### src/rtl/pixstamp_pkg.sv
package pixstamp_pkg;

  // True while a slot index still points inside the store.
  function automatic logic slot_free(input int unsigned wr_idx, input int unsigned depth);
    return wr_idx < depth;
  endfunction

  // True when the entry at rd_idx is the newest one written.
  function automatic logic final_entry(input int unsigned rd_idx, input int unsigned wr_idx);
    return (rd_idx + 1) == wr_idx;
  endfunction

endpackage

### src/rtl/pixstamp_edge.sv
module pixstamp_edge (
  input  logic clk,
  input  logic rst_n,
  input  logic lvl_in,
  output logic rise_o
);

  logic lvl_q;

  always_ff @(posedge clk or negedge rst_n) begin
    if (!rst_n) lvl_q <= 1'b0;
    else        lvl_q <= lvl_in;
  end

  assign rise_o = lvl_in & ~lvl_q;

endmodule

### src/rtl/pixstamp_slots.sv
module pixstamp_slots #(
  parameter int TS_W  = 14,
  parameter int DEPTH = 2,
  parameter int PTR_W = 2
) (
  input  logic             clk,
  input  logic             rst_n,
  input  logic             clr,
  input  logic             wr_en,
  input  logic [PTR_W-1:0] wr_idx,
  input  logic [TS_W-1:0]  wr_data,
  input  logic [PTR_W-1:0] rd_idx,
  output logic [TS_W-1:0]  rd_q,
  output logic [DEPTH-1:0] valid_o
);

  logic [DEPTH*TS_W-1:0] flat;

  for (genvar g = 0; g < DEPTH; g++) begin : g_slot
    logic [TS_W-1:0] q;
    logic            v;
    logic            sel;

    assign sel = wr_en && (wr_idx == PTR_W'(g));

    always_ff @(posedge clk or negedge rst_n) begin
      if (!rst_n) begin
        q <= '0;
        v <= 1'b0;
      end else if (clr) begin
        v <= 1'b0;
      end else if (sel) begin
        q <= wr_data;
        v <= 1'b1;
      end
    end

    assign flat[g*TS_W +: TS_W] = q;
    assign valid_o[g]           = v;
  end

  always_comb begin
    rd_q = '0;
    for (int i = 0; i < DEPTH; i++) begin
      if (rd_idx == PTR_W'(i)) rd_q = flat[i*TS_W +: TS_W];
    end
  end

endmodule

### src/rtl/pixstamp_ctrl.sv
module pixstamp_ctrl #(
  parameter int TS_W  = 14,
  parameter int DEPTH = 2,
  parameter int PTR_W = 2
) (
  input  logic             clk,
  input  logic             rst_n,
  input  logic             train_start,
  input  logic             rec_en,
  input  logic             rd_req,
  input  logic             rise,
  input  logic [TS_W-1:0]  slot_q,
  output logic [PTR_W-1:0] wr_ptr,
  output logic [PTR_W-1:0] rd_ptr,
  output logic             wr_en,
  output logic             hit_ev,
  output logic             wr_full,
  output logic             empty,
  output logic             overflow,
  output logic             pwr_on,
  output logic             rd_valid,
  output logic             rd_last,
  output logic [TS_W-1:0]  rd_data
);

  logic rd_go;

  assign empty   = (rd_ptr == wr_ptr);
  assign wr_full = !pixstamp_pkg::slot_free(32'(wr_ptr), DEPTH);
  assign hit_ev  = rise & rec_en & pwr_on;
  assign wr_en   = hit_ev & ~wr_full & ~train_start;
  assign rd_go   = rd_req & ~rec_en & ~empty & ~train_start;

  always_ff @(posedge clk or negedge rst_n) begin
    if (!rst_n) begin
      wr_ptr   <= '0;
      rd_ptr   <= '0;
      overflow <= 1'b0;
      pwr_on   <= 1'b0;
      rd_valid <= 1'b0;
      rd_last  <= 1'b0;
      rd_data  <= '0;
    end else if (train_start) begin
      wr_ptr   <= '0;
      rd_ptr   <= '0;
      overflow <= 1'b0;
      pwr_on   <= 1'b1;
      rd_valid <= 1'b0;
      rd_last  <= 1'b0;
    end else begin
      if (wr_en) wr_ptr <= wr_ptr + PTR_W'(1);
      if (hit_ev && wr_full) overflow <= 1'b1;
      rd_valid <= rd_go;
      rd_last  <= rd_go && pixstamp_pkg::final_entry(32'(rd_ptr), 32'(wr_ptr));
      if (rd_go) begin
        rd_data <= slot_q;
        rd_ptr  <= rd_ptr + PTR_W'(1);
      end
      if (!rec_en && empty) pwr_on <= 1'b0;
    end
  end

endmodule

### src/rtl/pixstamp_recorder.sv
module pixstamp_recorder #(
  parameter int TS_W  = 14,
  parameter int DEPTH = 2
) (
  input  logic            clk,
  input  logic            rst_n,
  input  logic            train_start,
  input  logic            rec_en,
  input  logic            fire_in,
  input  logic [TS_W-1:0] ts_bus,
  input  logic            rd_req,
  output logic            empty_o,
  output logic            overflow_o,
  output logic            mem_pwr_en,
  output logic            rd_valid,
  output logic            rd_last,
  output logic [TS_W-1:0] rd_data
);

  localparam int PTR_W = $clog2(DEPTH + 1);

  logic             fire_rise;
  logic             hit_ev;
  logic             wr_full;
  logic             wr_en;
  logic [PTR_W-1:0] wr_ptr;
  logic [PTR_W-1:0] rd_ptr;
  logic [TS_W-1:0]  slot_q;
  logic [DEPTH-1:0] slot_valid;

  pixstamp_edge u_edge (
    .clk    (clk),
    .rst_n  (rst_n),
    .lvl_in (fire_in),
    .rise_o (fire_rise)
  );

  pixstamp_slots #(.TS_W(TS_W), .DEPTH(DEPTH), .PTR_W(PTR_W)) u_slots (
    .clk     (clk),
    .rst_n   (rst_n),
    .clr     (train_start),
    .wr_en   (wr_en),
    .wr_idx  (wr_ptr),
    .wr_data (ts_bus),
    .rd_idx  (rd_ptr),
    .rd_q    (slot_q),
    .valid_o (slot_valid)
  );

  pixstamp_ctrl #(.TS_W(TS_W), .DEPTH(DEPTH), .PTR_W(PTR_W)) u_ctrl (
    .clk         (clk),
    .rst_n       (rst_n),
    .train_start (train_start),
    .rec_en      (rec_en),
    .rd_req      (rd_req),
    .rise        (fire_rise),
    .slot_q      (slot_q),
    .wr_ptr      (wr_ptr),
    .rd_ptr      (rd_ptr),
    .wr_en       (wr_en),
    .hit_ev      (hit_ev),
    .wr_full     (wr_full),
    .empty       (empty_o),
    .overflow    (overflow_o),
    .pwr_on      (mem_pwr_en),
    .rd_valid    (rd_valid),
    .rd_last     (rd_last),
    .rd_data     (rd_data)
  );

endmodule

### config.mk
export PLATFORM = sky130hd
export DESIGN_NAME = pixstamp_recorder
export DESIGN_NICKNAME = d
export VERILOG_FILES = /design/src/rtl/pixstamp_pkg.sv /design/src/rtl/pixstamp_edge.sv /design/src/rtl/pixstamp_slots.sv /design/src/rtl/pixstamp_ctrl.sv /design/src/rtl/pixstamp_recorder.sv
export SDC_FILE = /design/constraint.sdc
export NUM_CORES = 1
export LEC_CHECK = 0
export BUFFER_PORTS_ARGS = -buffer_cell sky130_fd_sc_hd__clkbuf_2
export CORE_MARGIN = 1
export CORE_UTILIZATION = 36
export CTS_CLUSTER_SIZE = 20
export DETAILED_ROUTE_END_ITERATION = 8
export PLACE_DENSITY_LB_ADDON = 0.08
export SYNTH_ARGS = -nofsm -noshare
export SYNTH_HDL_FRONTEND = slang
export SYNTH_HIERARCHICAL = 1
export SYNTH_SLANG_ARGS = --single-unit
### constraint.sdc
create_clock -name clk -period 2.4 [get_ports clk]
set_input_delay 0.48 -clock clk [delete_from_list [all_inputs] [get_ports clk]]
set_output_delay 0.48 -clock clk [all_outputs]
set_load 0.01 [all_outputs]
==> impl_metrics.ini, run 1 <==
[die]
die-area_um2 = 6890
initial_core_util_pct = 37.2
die_w_um = 83.0
rows = 29
ioPinCount = 39
fp.coreArea_um2 = 6350
die_h_um = 83.0

[logic_synthesis]
syn_inst = 164
syn_nets = 185
avgSynthCellArea_um2 = 14.4
ys.warnings.count = 6
syn_area_um2 = 2360

[clock_tree]
htreeDepth = 2
cts.sinks = 51
post-cts-setup-buffer-count = 0
ctsHoldBuffers = 0
cts_tree = yes
cts_buffers = 5
clkTransAtPathRegs_ps = 90
cts_max_path_buffers = 2
cts_resized = 0
root_buffer = clkbuf_8
clkLatencyLatePin_ps = 300

[grt]
grt_max_degree = 52
grt_use_met1_pct = 17.2
grt.met2_usage_pct = 21.2
antenna_found_initial = 0
grt_usage_pct = 13.3
grt_most_used_layer = met2
overflow = 0
grt_pass1_vias = 1448
use_met3_pct = 4.37
grt_first_pass_wirelength_um = 7220

[route]
drtPass1Iterations = 4
drtIter0Drc = 98
post_drt_wl_per_cell_um = 14.8
ant_nets = 0
drc_errors = 0
vias = 1341
via_per_inst = 4.77
drt_wl_total_um = 4160

[finish]
layout.cells.non_filler = 281
nNetsFinal = 224
area.growth.synth_to_final_pct = 14.1
final_core_util_pct = 42.5
drive_gt1_share_pct = 47.1
antenna_cells = 0

[power]
leakage_nw = 1.36
vdd_drop_max_mv = 0.390
p_per_area_nw_per_um2 = 736

[critical_path]
arrival_ps = 2170
end_kind = flip-flop
worstReg2RegEnd = u_ctrl/rd_data[3]
critical_path.startpoint_type = flip-flop
cp.required_ps = 2590
critPathKind = reg -> reg
r2r_slack_ps = 430
r2r-start = u_ctrl/wr_ptr[0]
r2r_cells = 3
cp_max_fo = 16

[place]
dp_hpwl_um = 2780
place_inst = 273
gp_congestion = 0.664
io_buffers = 38

[timing]
finalSetupTns_ps = 0
setup_violations = 0
drv_slew = 0
tightest_slew_ps = 765
rsz0062_at_grt = false
period_needed_ps = 1970
clock_skew_ps = 3.12
relSlewSlack_pct = 49.0
fmax_ghz = 0.507
final-hold-violation-count = 0
period_share_pct = 82.3
whs_ps = 266

[min_path]
min_path_type = in -> async

[status]
status = finished, final reports clean

[run]
cap_violations = 0
final cells by class:
cell class	count	area (um2)
Fill cell	589	3650
Sequential cell	51	1280
Multi-Input combinational cell	101	976
Timing Repair Buffer	43	228
Tap cell	77	96.3
Clock buffer	6	82.6
Clock inverter	2	35.0
Inverter	1	3.75
worst max-delay path, cell delays in order, from the launching register on:
cell     delay (ps)
dfrtp_1         480
xnor2_1         290
a211o_1         680
mux2_2          410
placed cells by master, fill, tap and decap left out:
cell	instances
o31ai_1	1
mux2i_1	15
xor2_1	4
nor2_1	20
clkinv_2	1
clkbuf_2	38
nor4_1	1
inv_1	1
mux2_4	18
and3_1	1
nor2b_4	1
nor4b_4	1
nor2b_1	1
buf_4	5
mux2_2	25
nand4b_1	1
ha_1	1
nand2b_1	4
xnor2_1	2
clkbuf_8	6
dfrtp_1	51
and4bb_1	1
a21oi_1	3
bufinv_16	1
a211o_1	1
state kept, by name, summed over array words and instances, names as in the netlist, 2 cells and up:
signal / count
u_slots/g_slot.q: 28
u_ctrl/wr_ptr: 2
u_ctrl/rd_ptr: 2
u_ctrl/rd_data: 14
per-stage QoR:
| step | total power, W | instance area [um2] | setup WS (ps) |
|---|---|---|---|
| 5_1_grt | 0.00212 | 2700 | 327 |
| 6_report | 0.00199 | 2700 | 426 |
| 3_3_place_gp | 0.00138 | 2580 | 431 |
| 3_5_place_dp | 0.00140 | 2580 | 391 |
| 4_1_cts | 0.00202 | 2700 | 424 |
| 2_1_floorplan | 0.00127 | 2360 | 597 |
worst max-delay path by stage:
stage / from / endpoint / slack [ps] / depth (start not counted)
floorplan: fire_in / u_slots/g_slot[0].q[10] / 600 / 6
global placement: fire_in / u_slots/g_slot[1].q[1] / 430 / 7
detailed placement: fire_in / u_slots/g_slot[1].q[0] / 390 / 7
CTS: u_ctrl/wr_ptr[0] / u_ctrl/rd_data[3] / 420 / 3
global route: u_ctrl/wr_ptr[0] / u_ctrl/rd_data[3] / 330 / 3
finish: u_ctrl/wr_ptr[0] / u_ctrl/rd_data[3] / 430 / 3
where the power goes:
part	switching [W]	internal, W	total (W)	leakage, nW
clock	0.000280	0.000338	0.000618	0.0612
combinational	0.000138	0.000187	0.000326	0.622
sequential	0.0000668	0.000976	0.00104	0.680
metal layers:
layer	share of wire, %	vias up
met4	1.4	0
met5	0	-
met1	46	665
li1	-	638
met2	48	33
met3	4.8	5
No activity file was read; power rests on OpenSTA's default activity.
==> run 2: changes to the inputs <==
clock period = 2 ns   (was 2.4 ns; I/O delays follow)
==> run 2 against run 1 <==
Effect of this change:
- cell count grew 0.36%
- via count shrank 0.15%
- critical endpoint is now empty_o
- global-route usage is essentially flat
- critical path depth grew 1
- sequential cell count is the same
==> impl_metrics.ini, run 2 (synthesis gave the netlist of run 1 again) <==
[status]
status = finished, final reports clean

[die]
ioPinCount = 39
die-area_um2 = 6890
die_h_um = 83.0
fp.coreArea_um2 = 6350
rows = 29
die_w_um = 83.0
initial_core_util_pct = 37.2

[power]
leakage_nw = 1.36
vdd_drop_max_mv = 0.372
p_per_area_nw_per_um2 = 809

[critical_path]
r2r_slack_ps = 300
crit_start = u_ctrl/rd_ptr[0]
critPathKind = reg -> out
cp_max_fo = 18
critical_path.startpoint_type = flip-flop
critical_path_buf_inv_count = 2
cp_slowest_cell = dfrtp_1
r2r_cells = 6
arrival_ps = 1390
worstPathCellList = buf_4, xor2_1, nor2_1, clkbuf_2
end_kind = primary output
critPathMaxStageDelay_ps = 360
cp.required_ps = 1600
crit_family = buffers and inverters
r2r-start = u_edge/lvl_q
worstReg2RegEnd = u_slots/g_slot[0].q[3]

[timing]
clock_skew_ps = 4.75
period_share_pct = 89.6
fmax_ghz = 0.558
tightest_slew_ps = 641
drv_slew = 0
finalSetupTns_ps = 0
relSlewSlack_pct = 57.2
final.setup.worst_slack_ps = 207
setup_violations = 0
period_needed_ps = 1790
rsz0062_at_grt = false
final-hold-violation-count = 0

[finish]
antenna_cells = 0
top_regs = u_slots/g_slot.q x28, u_ctrl/rd_data x14
top_register = u_slots/g_slot.q
area.growth.synth_to_final_pct = 14.4
drive_gt1_share_pct = 47.3
multi_input_comb_area_um2 = 976
largest_reg_flops = 28
final_common_cell = dfrtp_1
final_core_util_pct = 42.6
final_cell_mix = dfrtp_1 (51), clkbuf_2 (38), mux2_2 (25)
fin_area_um2 = 2700
nNetsFinal = 227
fillers = 595
regArea_um2 = 1280

[clock_tree]
htreeDepth = 2
post-cts-setup-buffer-count = 0
clkLatencyLatePin_ps = 300
cts_resized = 0
cts_max_path_buffers = 2
cts.sinks = 51
cts_buffers = 5
root_buffer = clkbuf_8
ctsHoldBuffers = 0
clkTransAtPathRegs_ps = 90
cts_tree = yes

[grt]
overflow = 0
antenna_found_initial = 0
grt_first_pass_wirelength_um = 7000
grt_max_degree = 52
grt_pass1_vias = 1415
grt_usage_pct = 13.3

[route]
drt_wl_total_um = 4120
vias = 1339
ant_nets = 0
post_drt_wl_per_cell_um = 14.6
drtPass1Iterations = 4
drtIter0Drc = 37
drc_errors = 0
via_per_inst = 4.75

[place]
dp_slack_ps = 160
io_buffers = 38
dp_hpwl_um = 2710
place_area_um2 = 2630
gp_congestion = 0.650

[min_path]
min_path_type = in -> async

[run]
cap_violations = 0
[run 2: worst register-to-register path, stage by stage, from the launching register on]
cell,delay (ps)
dfrtp_1,400
nor2b_4,110
nand4b_1,140
nor2_1,150
nor4b_4,260
buf_12,200
mux2_2,340
[run 2: report_power, final]
group          internal (W)  switching (W)  total [W]  leakage, nW
Clock              0.000233       0.000319   0.000551       0.0361
Sequential          0.00117      0.0000716    0.00124        0.680
Combinational      0.000227       0.000168   0.000394        0.641
[run 2: routing by layer]
| layer | track usage (%) | wire (um) | vias to the layer above |
|---|---|---|---|
| li1 | - | - | 645 |
| met1 | 17.4 | 1980 | 659 |
| met2 | 20.9 | 1930 | 28 |
| met3 | 2.88 | 135 | 7 |
| met4 | 6.58 | 72 | 0 |
| met5 | 0 | 0 | - |
[run 2: stage by stage]
step           power, W  instances  hold WS [ps]
2_1_floorplan   0.00152        164           104
3_3_place_gp    0.00166        276           482
3_5_place_dp    0.00167        276           492
4_1_cts         0.00223        282           216
5_1_grt         0.00233        282           214
6_report        0.00219        282           211
[run 2: worst max path at each step]
| stage | end | slack, ps | depth (start not counted) |
|---|---|---|---|
| floorplan | u_slots/g_slot[0].q[10] | 210 | 6 |
| global placement | u_slots/g_slot[0].q[3] | 190 | 7 |
| detailed placement | u_slots/g_slot[0].q[7] | 160 | 7 |
| CTS | empty_o | 170 | 4 |
| global route | empty_o | 110 | 4 |
| finish | empty_o | 210 | 4 |
[run 2: final cells by class]
class,count,area share (%)
sequential,51,47.2
multi-input combinational,101,36.1
timing repair buffer,46,10.2
tap,77,3.56
clock buffer,5,2.55
clock inverter,1,0.278
inverter,1,0.139
==> run 3: changes to the inputs <==
CORE_UTILIZATION = 28   (was 36)
clock period = 1.77 ns   (was 2 ns; I/O delays follow)
==> run 3 against run 2 <==
Effect of this change:
- setup slack lost 150 ps
- sequential share of layout area decreased by 2.5 points
- power is 15% higher
- sequential cell count stayed put
- critical path depth is 2 higher
- first-iteration DRC count increased by 30%
- routed wire length rose by 12%
- clock power grew 12%
- final area increased by 5.6%
- largest cell class unchanged
- critical endpoint is now u_slots/g_slot[0].q[6]
- clock skew about the same
- combinational power rose by 25%
==> impl_metrics.ini, run 3 (synthesis gave the netlist of run 1 again) <==
[clock_tree]
cts_tree = yes
cts.sinks = 51
cts_max_path_buffers = 2
root_buffer = clkbuf_8
cts_buffers = 5
clkLatencyLatePin_ps = 290
ctsHoldBuffers = 0
clkTransAtPathRegs_ps = 80
htreeDepth = 2

[run]
cap_violations = 0

[finish]
final_common_cell = dfrtp_1
top_regs = u_slots/g_slot.q x28, u_ctrl/rd_data x14
final_cell_mix = dfrtp_1 (51), clkbuf_2 (38), mux2_4 (26)
largest_reg_flops = 28
drive_gt1_share_pct = 48.8
final_core_util_pct = 34.9
fin_area_um2 = 2860
antenna_cells = 0
area.growth.synth_to_final_pct = 20.9
nNetsFinal = 235
top_register = u_slots/g_slot.q

[timing]
relSlewSlack_pct = 81.3
setup_violations = 0
clock_skew_ps = 4.37
whs_ps = 32.3
final-hold-violation-count = 0
fmax_ghz = 0.585
period_needed_ps = 1710
drv_slew = 0
period_share_pct = 96.5
final.setup.worst_slack_ps = 62.0
rsz0062_at_grt = true
tightest_slew_ps = 279

[critical_path]
critPathMaxStageDelay_ps = 400
cp_slowest_cell = dfrtp_1
critical_path_buf_inv_count = 1
r2r_cells = 6
cp.required_ps = 1950
crit_family = simple AND/OR/NAND/NOR gates
r2r-start = u_edge/lvl_q
r2r_slack_ps = 60
worstPathCellList = nor2b_4, nand4b_1, nor2_1, nor4b_4, buf_6, mux2_2
worstReg2RegEnd = u_slots/g_slot[0].q[6]
critical_path.startpoint_type = flip-flop
cp_max_fo = 7
critPathKind = reg -> reg
arrival_ps = 1890
end_kind = flip-flop

[power]
seqPwrFrac_pct = 55.9
vdd_drop_max_mv = 0.418
p_comb_share_pct = 19.6
p_total_w = 0.00252
power.net_switching_w = 0.000639
swShare_pct = 25.4
clock_power_share_pct = 24.5
leakage_nw = 1.43
power.internal_w = 0.00188
p_per_area_nw_per_um2 = 882

[die]
die_h_um = 93.9
ioPinCount = 39
fp.coreArea_um2 = 8180
initial_core_util_pct = 28.9
die-area_um2 = 8810
rows = 33
die_w_um = 93.9

[route]
drt_wl_total_um = 4600
vias = 1387
ant_nets = 0
drc_errors = 0
drtPass1Iterations = 2
via_per_inst = 4.36
post_drt_wl_per_cell_um = 14.5
drtIter0Drc = 48

[grt]
grt_max_degree = 52
grt_pass1_vias = 1465
overflow = 0
grt_first_pass_wirelength_um = 7510
antenna_found_initial = 0
grt_usage_pct = 11.3

[place]
place_area_um2 = 2700
io_buffers = 38
gp_congestion = 0.726
dp_hpwl_um = 3150
dp_slack_ps = -26.7

[min_path]
min_path_type = in -> async

[status]
status = finished, final reports clean
-- run 3: cell count changes in the layout (fill, tap and decap cells not counted), sizes merged --
cell and delta:
buf +8, clkbuf +1, clkinvlp -1
-- run 3: power groups by stage --
| stage | combinational (W) | clock (W) | sequential [W] |
|---|---|---|---|
| 2_1_floorplan | 0.000274 | 0 | 0.00144 |
| 3_3_place_gp | 0.000466 | 0 | 0.00142 |
| 3_5_place_dp | 0.000472 | 0 | 0.00143 |
| 4_1_cts | 0.000473 | 0.000660 | 0.00141 |
| 5_1_grt | 0.000549 | 0.000699 | 0.00143 |
| 6_report | 0.000493 | 0.000618 | 0.00141 |
-- run 3: how the worst max path moves through the flow --
| stage | start | end | slack (ps) | depth (start not counted) |
|---|---|---|---|---|
| after floorplan | u_ctrl/wr_ptr[1] | u_slots/g_slot[0].q[10] | -20 | 6 |
| after global placement | fire_in | u_slots/g_slot[0].q[3] | -10 | 7 |
| after detailed placement | fire_in | u_slots/g_slot[0].q[0] | -30 | 7 |
| after CTS | u_ctrl/rd_ptr[0] | empty_o | 30 | 4 |
| after global routing | u_edge/lvl_q | u_slots/g_slot[0].q[1] | -60 | 6 |
| final | u_edge/lvl_q | u_slots/g_slot[0].q[6] | 60 | 6 |
-- run 3: timing repair --
item / 4_1_cts / 5_1_grt
cloned: 0 / 0
pin swaps: 0 / 1
gates resized for setup: 1 / 15
setup endpoints to repair: 1 / 29
setup buffers: 0 / 3
-- run 3: routing by layer --
| metal | up-vias | GRT usage (%) | share of wire [%] |
|---|---|---|---|
| met5 | - | 0 | 0 |
| met4 | 0 | 3.85 | 1.4 |
| met3 | 6 | 3.32 | 3.3 |
| met2 | 26 | 18.2 | 48 |
| met1 | 697 | 14.4 | 47 |
| li1 | 658 | - | - |
-- run 3: final cells by class --
type	instances	area (um2)
Clock buffer	6	72.6
Multi-Input combinational cell	101	1010
Sequential cell	51	1280
Fill cell	822	5320
Inverter	1	3.75
Timing Repair Buffer	54	367
Tap cell	105	131
-- run 3: metrics by stage --
step	cells	TNS, ps
4_1_cts	315	0
6_report	318	0
3_5_place_dp	309	-251
2_1_floorplan	164	-156
3_3_place_gp	309	-86.6
5_1_grt	318	-806
